==> src/rtl/gpio_pkg.sv <==
package gpio_pkg;
  localparam int ADDR_W = 5;

  localparam logic [ADDR_W-1:0] OFF_DATA   = 5'h00;
  localparam logic [ADDR_W-1:0] OFF_DIR    = 5'h04;
  localparam logic [ADDR_W-1:0] OFF_PINSET = 5'h08;
  localparam logic [ADDR_W-1:0] OFF_CLR    = 5'h0C;
  localparam logic [ADDR_W-1:0] OFF_ASSIGN = 5'h10;

  typedef enum logic [2:0] {
    RS_NONE, RS_DATA, RS_DIR, RS_PINSET, RS_CLR, RS_ASSIGN
  } reg_sel_e;

  function automatic reg_sel_e decode_addr(logic [ADDR_W-1:0] a);
    case (a)
      OFF_DATA:   return RS_DATA;
      OFF_DIR:    return RS_DIR;
      OFF_PINSET: return RS_PINSET;
      OFF_CLR:    return RS_CLR;
      OFF_ASSIGN: return RS_ASSIGN;
      default:    return RS_NONE;
    endcase
  endfunction
endpackage

==> src/rtl/gpio_regs.sv <==
module gpio_regs
  import gpio_pkg::*;
#(
  parameter int WIDTH = 8
) (
  input  logic             clk,
  input  logic             rst_n,
  input  logic             wr_en,
  input  reg_sel_e         wr_sel,
  input  logic [WIDTH-1:0] wdata,
  output logic [WIDTH-1:0] data_q,
  output logic [WIDTH-1:0] dir_q,
  output logic [WIDTH-1:0] assign_q
);
  function automatic logic [WIDTH-1:0] bits_set(logic [WIDTH-1:0] cur, logic [WIDTH-1:0] m);
    return cur | m;
  endfunction

  function automatic logic [WIDTH-1:0] bits_clear(logic [WIDTH-1:0] cur, logic [WIDTH-1:0] m);
    return cur & ~m;
  endfunction

  logic wr_data, wr_set, wr_clr, wr_dir, wr_assign, wr_unmapped;
  assign wr_data     = wr_en && (wr_sel == RS_DATA);
  assign wr_set      = wr_en && (wr_sel == RS_PINSET);
  assign wr_clr      = wr_en && (wr_sel == RS_CLR);
  assign wr_dir      = wr_en && (wr_sel == RS_DIR);
  assign wr_assign   = wr_en && (wr_sel == RS_ASSIGN);
  assign wr_unmapped = wr_en && (wr_sel == RS_NONE);

  logic [WIDTH-1:0] data_nxt;
  always_comb begin
    data_nxt = data_q;
    if (wr_data)     data_nxt = wdata;
    else if (wr_set) data_nxt = bits_set(data_q, wdata);
    else if (wr_clr) data_nxt = bits_clear(data_q, wdata);
  end

  always_ff @(posedge clk) begin
    if (!rst_n) begin
      data_q   <= '0;
      dir_q    <= '0;
      assign_q <= '0;
    end else begin
      data_q <= data_nxt;
      if (wr_dir)    dir_q    <= wdata;
      if (wr_assign) assign_q <= wdata;
    end
  end

  p_store_r3: assert property (@(posedge clk) disable iff (!rst_n)
    wr_data |=> data_q == $past(wdata));
  p_set_r6: assert property (@(posedge clk) disable iff (!rst_n)
    wr_set |=> data_q == ($past(data_q) | $past(wdata)));
  p_clear_r7: assert property (@(posedge clk) disable iff (!rst_n)
    wr_clr |=> data_q == ($past(data_q) & ~$past(wdata)));
  p_unmapped_r9: assert property (@(posedge clk) disable iff (!rst_n)
    wr_unmapped |=> $stable(data_q) && $stable(dir_q) && $stable(assign_q));
endmodule

==> src/rtl/gpio_sync.sv <==
module gpio_sync #(
  parameter int WIDTH = 8
) (
  input  logic             clk,
  input  logic             rst_n,
  input  logic [WIDTH-1:0] pin_in,
  output logic [WIDTH-1:0] level_q
);
  logic [WIDTH-1:0] stage1_q;
  logic [1:0]       warm_q;
  logic             primed;

  always_ff @(posedge clk) begin
    if (!rst_n) begin
      stage1_q <= '0;
      level_q  <= '0;
      warm_q   <= '0;
    end else begin
      stage1_q <= pin_in;
      level_q  <= stage1_q;
      if (warm_q != 2'd2) warm_q <= warm_q + 2'd1;
    end
  end

  assign primed = (warm_q == 2'd2);

  p_latency_r5: assert property (@(posedge clk) disable iff (!rst_n)
    primed |-> level_q == $past(pin_in, 2));
endmodule

==> src/rtl/gpio_pinmux.sv <==
module gpio_pinmux #(
  parameter int WIDTH = 8
) (
  input  logic [WIDTH-1:0] data_q,
  input  logic [WIDTH-1:0] dir_q,
  input  logic [WIDTH-1:0] assign_q,
  input  logic [WIDTH-1:0] alt_out,
  input  logic [WIDTH-1:0] alt_oe,
  output logic [WIDTH-1:0] pin_out,
  output logic [WIDTH-1:0] pin_oe
);
  for (genvar i = 0; i < WIDTH; i++) begin : g_pin
    assign pin_oe[i]  = assign_q[i] ? alt_oe[i]  : dir_q[i];
    assign pin_out[i] = assign_q[i] ? alt_out[i] : data_q[i];
  end
endmodule

==> src/rtl/gpio_port.sv <==
module gpio_port
  import gpio_pkg::*;
#(
  parameter int WIDTH = 8
) (
  input  logic              clk,
  input  logic              rst_n,
  input  logic              bus_sel,
  input  logic              bus_wr,
  input  logic [ADDR_W-1:0] bus_addr,
  input  logic [WIDTH-1:0]  bus_wdata,
  output logic [WIDTH-1:0]  bus_rdata,
  input  logic [WIDTH-1:0]  pin_in,
  output logic [WIDTH-1:0]  pin_out,
  output logic [WIDTH-1:0]  pin_oe,
  input  logic [WIDTH-1:0]  alt_out,
  input  logic [WIDTH-1:0]  alt_oe
);
  reg_sel_e         acc_sel;
  logic             wr_en;
  logic [WIDTH-1:0] data_q, dir_q, assign_q, level_q;

  assign acc_sel = decode_addr(bus_addr);
  assign wr_en   = bus_sel && bus_wr;

  gpio_regs #(.WIDTH(WIDTH)) u_regs (
    .clk(clk), .rst_n(rst_n), .wr_en(wr_en), .wr_sel(acc_sel), .wdata(bus_wdata),
    .data_q(data_q), .dir_q(dir_q), .assign_q(assign_q)
  );

  gpio_sync #(.WIDTH(WIDTH)) u_sync (
    .clk(clk), .rst_n(rst_n), .pin_in(pin_in), .level_q(level_q)
  );

  gpio_pinmux #(.WIDTH(WIDTH)) u_mux (
    .data_q(data_q), .dir_q(dir_q), .assign_q(assign_q),
    .alt_out(alt_out), .alt_oe(alt_oe), .pin_out(pin_out), .pin_oe(pin_oe)
  );

  always_comb begin
    case (acc_sel)
      RS_DATA:   bus_rdata = data_q;
      RS_DIR:    bus_rdata = dir_q;
      RS_PINSET: bus_rdata = level_q;
      RS_ASSIGN: bus_rdata = assign_q;
      default:   bus_rdata = '0;
    endcase
  end
endmodule

==> config.mk <==
export PLATFORM = sky130hd
export DESIGN_NAME = gpio_port
export DESIGN_NICKNAME = d
export VERILOG_FILES = /design/src/rtl/gpio_pkg.sv /design/src/rtl/gpio_regs.sv /design/src/rtl/gpio_sync.sv /design/src/rtl/gpio_pinmux.sv /design/src/rtl/gpio_port.sv
export SDC_FILE = /design/constraint.sdc
export NUM_CORES = 1
export LEC_CHECK = 0
export BUFFER_PORTS_ARGS = -buffer_cell sky130_fd_sc_hd__buf_2
export CAP_MARGIN = 25
export CORE_ASPECT_RATIO = 1.5
export CORE_MARGIN = 5
export CORE_UTILIZATION = 45
export DETAILED_ROUTE_END_ITERATION = 16
export GPL_TIMING_DRIVEN = 0
export HOLD_SLACK_MARGIN = 0.08
export PLACE_DENSITY = 0.79
export SLEW_MARGIN = 20
export SYNTH_ARGS = -nofsm -noshare
export SYNTH_HDL_FRONTEND = slang
export SYNTH_SLANG_ARGS = --single-unit
==> constraint.sdc <==
create_clock -name clk -period 4.1 [get_ports clk]
set_clock_uncertainty 0.1 [all_clocks]
set_input_delay 0.41 -clock clk [delete_from_list [all_inputs] [get_ports clk]]
set_output_delay 0.41 -clock clk [all_outputs]
set_load 0.05 [all_outputs]
**Word level (Yosys, flattened, before mapping)**

Index checks and enable logic that the tools add are counted.

- Eq/ne operators: 9
- Muxes and demuxes: 21
- Bitwise operators: 3
- Reductions and logical operators: 8

Operators with widths:

| kind | number |
|---|---|
| one-hot mux 8 bit (4 select lines) | 1 |
| two-way mux 8 bit | 3 |
| two-way mux 1 bit | 16 |
| one-hot mux 3 bit (5 select lines) | 1 |
| equality test 5 x 4 -> 1 bit, second input constant | 2 |
| bitwise AND 8 bit | 1 |
| NOT 8 bit | 1 |
| bitwise OR 8 bit | 1 |
| equality test 3 x 2 -> 1 bit, second input constant | 2 |
| equality test 3 bit, second input constant | 2 |
| logical AND 1 bit | 6 |
| equality test 5 x 3 -> 1 bit, second input constant | 1 |
| equality test 5 bit, second input constant | 1 |
| zero test 5 bit | 1 |
| equality test 3 x 1 -> 1 bit, second input constant | 1 |
| nonzero test 3 bit | 1 |

- Register bits after elaboration: 40
- Input port bits: 41
- Output and inout port bits: 24
- Word-level logic and storage cells: 46

**Logic depth before layout (Yosys ltp)**

- Word-level depth: 7
- Depth in mapped cells: 5
- Mapped depth without buffers: 3

**Modules after synthesis**

Synthesis repeated with hierarchy kept, for this count alone.

- Cells, all modules: 199
- Area, all modules: 2037.0 um^2

By module, submodules not included:

| module | instances | cells each | area each (um^2) | sequential area each (um^2) |
|---|---|---|---|---|
| gpio_regs | 1 | 109 | 1007.2 | 480.5 |
| gpio_sync | 1 | 33 | 446.7 | 320.3 |
| gpio_port | 1 | 41 | 350.3 | 0.0 |
| gpio_pinmux | 1 | 16 | 232.7 | 0.0 |

**Worst setup path before layout**

Ideal clock, no wire load.

- Path type: input to output
- Start point: in bus_addr[1]
- End point: out bus_rdata[0]
- Arrival time: 1.833 ns
- Data required time: 3.590 ns
- Setup slack: 1.757 ns
- Stages on the path: 3
- Buffers on the path: 0
- Cell sequence: or3_4 > nor3_1 > a221o_1

- Longest elaborated chain between the ends: 4
- Elaborated cells on any way between the ends: 11
- Those cells by class: eq/ne: 8; mux: 2; reduce/logical: 1

RTL lines:

| item | line | text |
|---|---|---|
| from (decl) | gpio_port.sv:10 | `input logic [ADDR_W-1:0] bus_addr,` |
| equality test 5 bit (tied with other cells) | gpio_pkg.sv:15 | `case (a)` |
| one-hot mux 3 bit (5 select lines) (*) | gpio_pkg.sv:15 |  |
| equality test 3 bit (tied with other cells) | gpio_port.sv:41 | `case (acc_sel)` |
| one-hot mux 8 bit (4 select lines) (*) | gpio_port.sv:41 |  |
| to (decl) | gpio_port.sv:12 | `output logic [WIDTH-1:0] bus_rdata,` |

Mark *: on every way between the ends. The rest lies on a longest branch, timed or not.

**Worst setup path in the final report**

- Start point: in bus_addr[1]
- End point: out bus_rdata[4]

The elaborated chain is that of the path after synthesis.

==> impl_metrics.env <==
export IMPL_end_kind="output port"
export IMPL_crit_path_max_fanout=8
export IMPL_max_freq_mhz=382
export IMPL_multi_input_area_sq_um=998
export IMPL_yosysTopAreaCellShare=0.430
export IMPL_ir_drop_mv=0.312
export IMPL_yosysTopAreaCell="dfxtp_1"
export IMPL_hold_class="input port to flop"
export IMPL_htreeDepth=2
export IMPL_die_area_sq_um=5550
export IMPL_synthCells=181
export IMPL_crit_buf_inv=3
export IMPL_finalNetCount=293
export IMPL_ys_ff_latch=40
export IMPL_p_per_area_nw_per_um2=316
export IMPL_dr_total_vias=1613
export IMPL_viasPerCell=5.41
export IMPL_finalWirelength_microns=4490
export IMPL_grt_util_all_layers=0.168
export IMPL_hold_buffers=0
export IMPL_cts_tree="built"
export IMPL_dr_pass1_iters=4
export IMPL_grt_max_degree=12
export IMPL_final_cell_mix="buf_2 (66), dfxtp_1 (40), nand2_1 (25), mux2i_1 (24)"
export IMPL_ant_nets=0
export IMPL_path_cells="buf_2 > or4_1 > clkbuf_1 > nor2_2 > a221o_1 > buf_2"
export IMPL_setup_viol=0
export IMPL_grt_pass1_wl_microns=7400
export IMPL_critical_path_arrival_ns=2.11
export IMPL_io_buffers=63
export IMPL_rsz0062_at_grt="no"
export IMPL_gp_congestion=0.744
export IMPL_crit_slowest_cell="or4_1"
export IMPL_path_common_cell="buf_2"
export IMPL_cts_repair_resized=0
export IMPL_drc_errors=0
export IMPL_syn_to_final_growth_pct=25.1
export IMPL_layout_commonest_cell="buf_2"
export IMPL_post_dp_hpwl_microns=3400
export IMPL_period_share=0.638
export IMPL_crit_required_ns=3.59
export IMPL_die_width_microns=62.5
export IMPL_clkSinkCount=40
export IMPL_combPwrFrac=0.097
export IMPL_cp_start_kind="input port"
export IMPL_clk_pin_slew_ns=0.07
export IMPL_tns_ns=0
export IMPL_crit_family="simple AND/OR/NAND/NOR gates"
export IMPL_pwr_share_clk=0.359
export IMPL_ios=65
export IMPL_cap_violations=0
export IMPL_grt_overflow=0
export IMPL_fill_cells=388
export IMPL_numCtsBuffers=5
export IMPL_ys_seq_area_frac=0.430
export IMPL_hold_violations=0
export IMPL_period_needed_ns=2.62
export IMPL_maxSlewViolCount=0
export IMPL_post_cts_buffers=0
export IMPL_insertion_delay_ns=0.29
export IMPL_status="finished, final reports clean"
export IMPL_switching_power_mw=0.171
export IMPL_cts_buffer_depth=2
export IMPL_core_sq_um=3990
export IMPL_rows=28
export IMPL_internal_power_mw=0.565
export IMPL_layout_drive_gt1_share=0.379
export IMPL_ys_types=27
export IMPL_syn_avg_cell_area_sq_um=10.3
export IMPL_swShare=0.232
export IMPL_drtIter0Drc=61
export IMPL_syn_num_nets=222
export IMPL_cts_root_buf="clkbuf_8"
export IMPL_grt_pass1_vias=1589
export IMPL_seqPwrFrac=0.544
export IMPL_synth_area_leaders="dfxtp_1 (43%), mux2i_1 (13%), mux2_2 (9.7%)"
export IMPL_leakagePower_nw=1.08
export IMPL_max_slew_margin=0.450
export IMPL_antenna_cells=0
export IMPL_final_util=0.583
export IMPL_die_h_microns=88.8
export IMPL_wl_per_cell_microns=15.1
export IMPL_regArea_sq_um=801
export IMPL_yosysWarnings=0
export IMPL_syn_area_sq_um=1860
export IMPL_worst_path_largest_cell_delay_ns=0.51
export IMPL_antenna_found_initial=0
export IMPL_worst_slew_pin_slew_ns=0.819
export IMPL_path_class="input port to output port"
export IMPL_initial_utilization=0.466
## cell usage after synthesis
cell	n
a211o_1	4
a221o_1	12
and2_1	16
buf_2	2
buf_4	1
buf_6	1
clkbuf_1	2
clkbuf_2	1
clkbuf_8	1
dfxtp_1	40
inv_1	2
mux2_2	16
mux2i_1	24
nand2_1	25
nand3_1	2
nor2_1	9
nor2_2	1
nor2_8	1
nor2b_1	1
nor3_1	5
nor3b_1	8
nor4_4	1
o21ai_1	1
o31a_1	1
or3_1	1
or3_4	1
or4_1	2
## metal layers
layer,GRT usage,wire [microns],up-vias
met5,0,0,-
li1,-,-,796
met2,0.296,2250,58
met3,0.0470,277,12
met1,0.183,1870,747
met4,0.0869,96,0
## final cells by class
cell class,instances,area share
Tap cell,45,0.0242
Sequential cell,40,0.344
Multi-Input combinational cell,131,0.429
Timing Repair Buffer,64,0.138
Inverter,2,0.00322
Buffer,8,0.0236
Clock buffer,8,0.0387
## cell families (layout without fill, tap and decap cells)
family          after synthesis  count (layout)  synth area share
compound gates               18              18            0.0907
mux                          40              40             0.226
simple gates                 73              73             0.220
flops                        40              40             0.430
buf+inv                      10              82            0.0336
## power by group through the flow
stage	clock network (mW)	registers, mW	logic, mW
after detailed placement	0	0.410	0.0715
after floorplan	0	0.408	0.0402
after CTS	0.268	0.401	0.0717
after global placement	0	0.409	0.0702
final	0.264	0.401	0.0711
after global routing	0.284	0.401	0.0782
## through the flow
step	worst slack (ns)	hold slack [ns]	power (mW)	cell area, sq um	std cells
floorplan	1.76	0.312	0.449	1860	181
global placement	1.23	0.314	0.480	2230	289
detailed placement	1.51	0.318	0.481	2240	290
CTS	1.51	0.216	0.741	2330	298
global route	1.44	0.215	0.764	2330	298
finish	1.48	0.220	0.736	2330	298
## path summary, 6_finish.rpt
path                      start                  to  slack (ns)  cells past startpoint
max                 bus_addr[1]        bus_rdata[4]        1.48                      6
min                   pin_in[1]  u_sync.stage1_q[1]        0.22                      2
max reg2reg                flop                flop        3.12                      2
min reg2reg  u_sync.stage1_q[0]   u_sync.level_q[0]        0.33                      1
(Power assumes the default switching activity.)
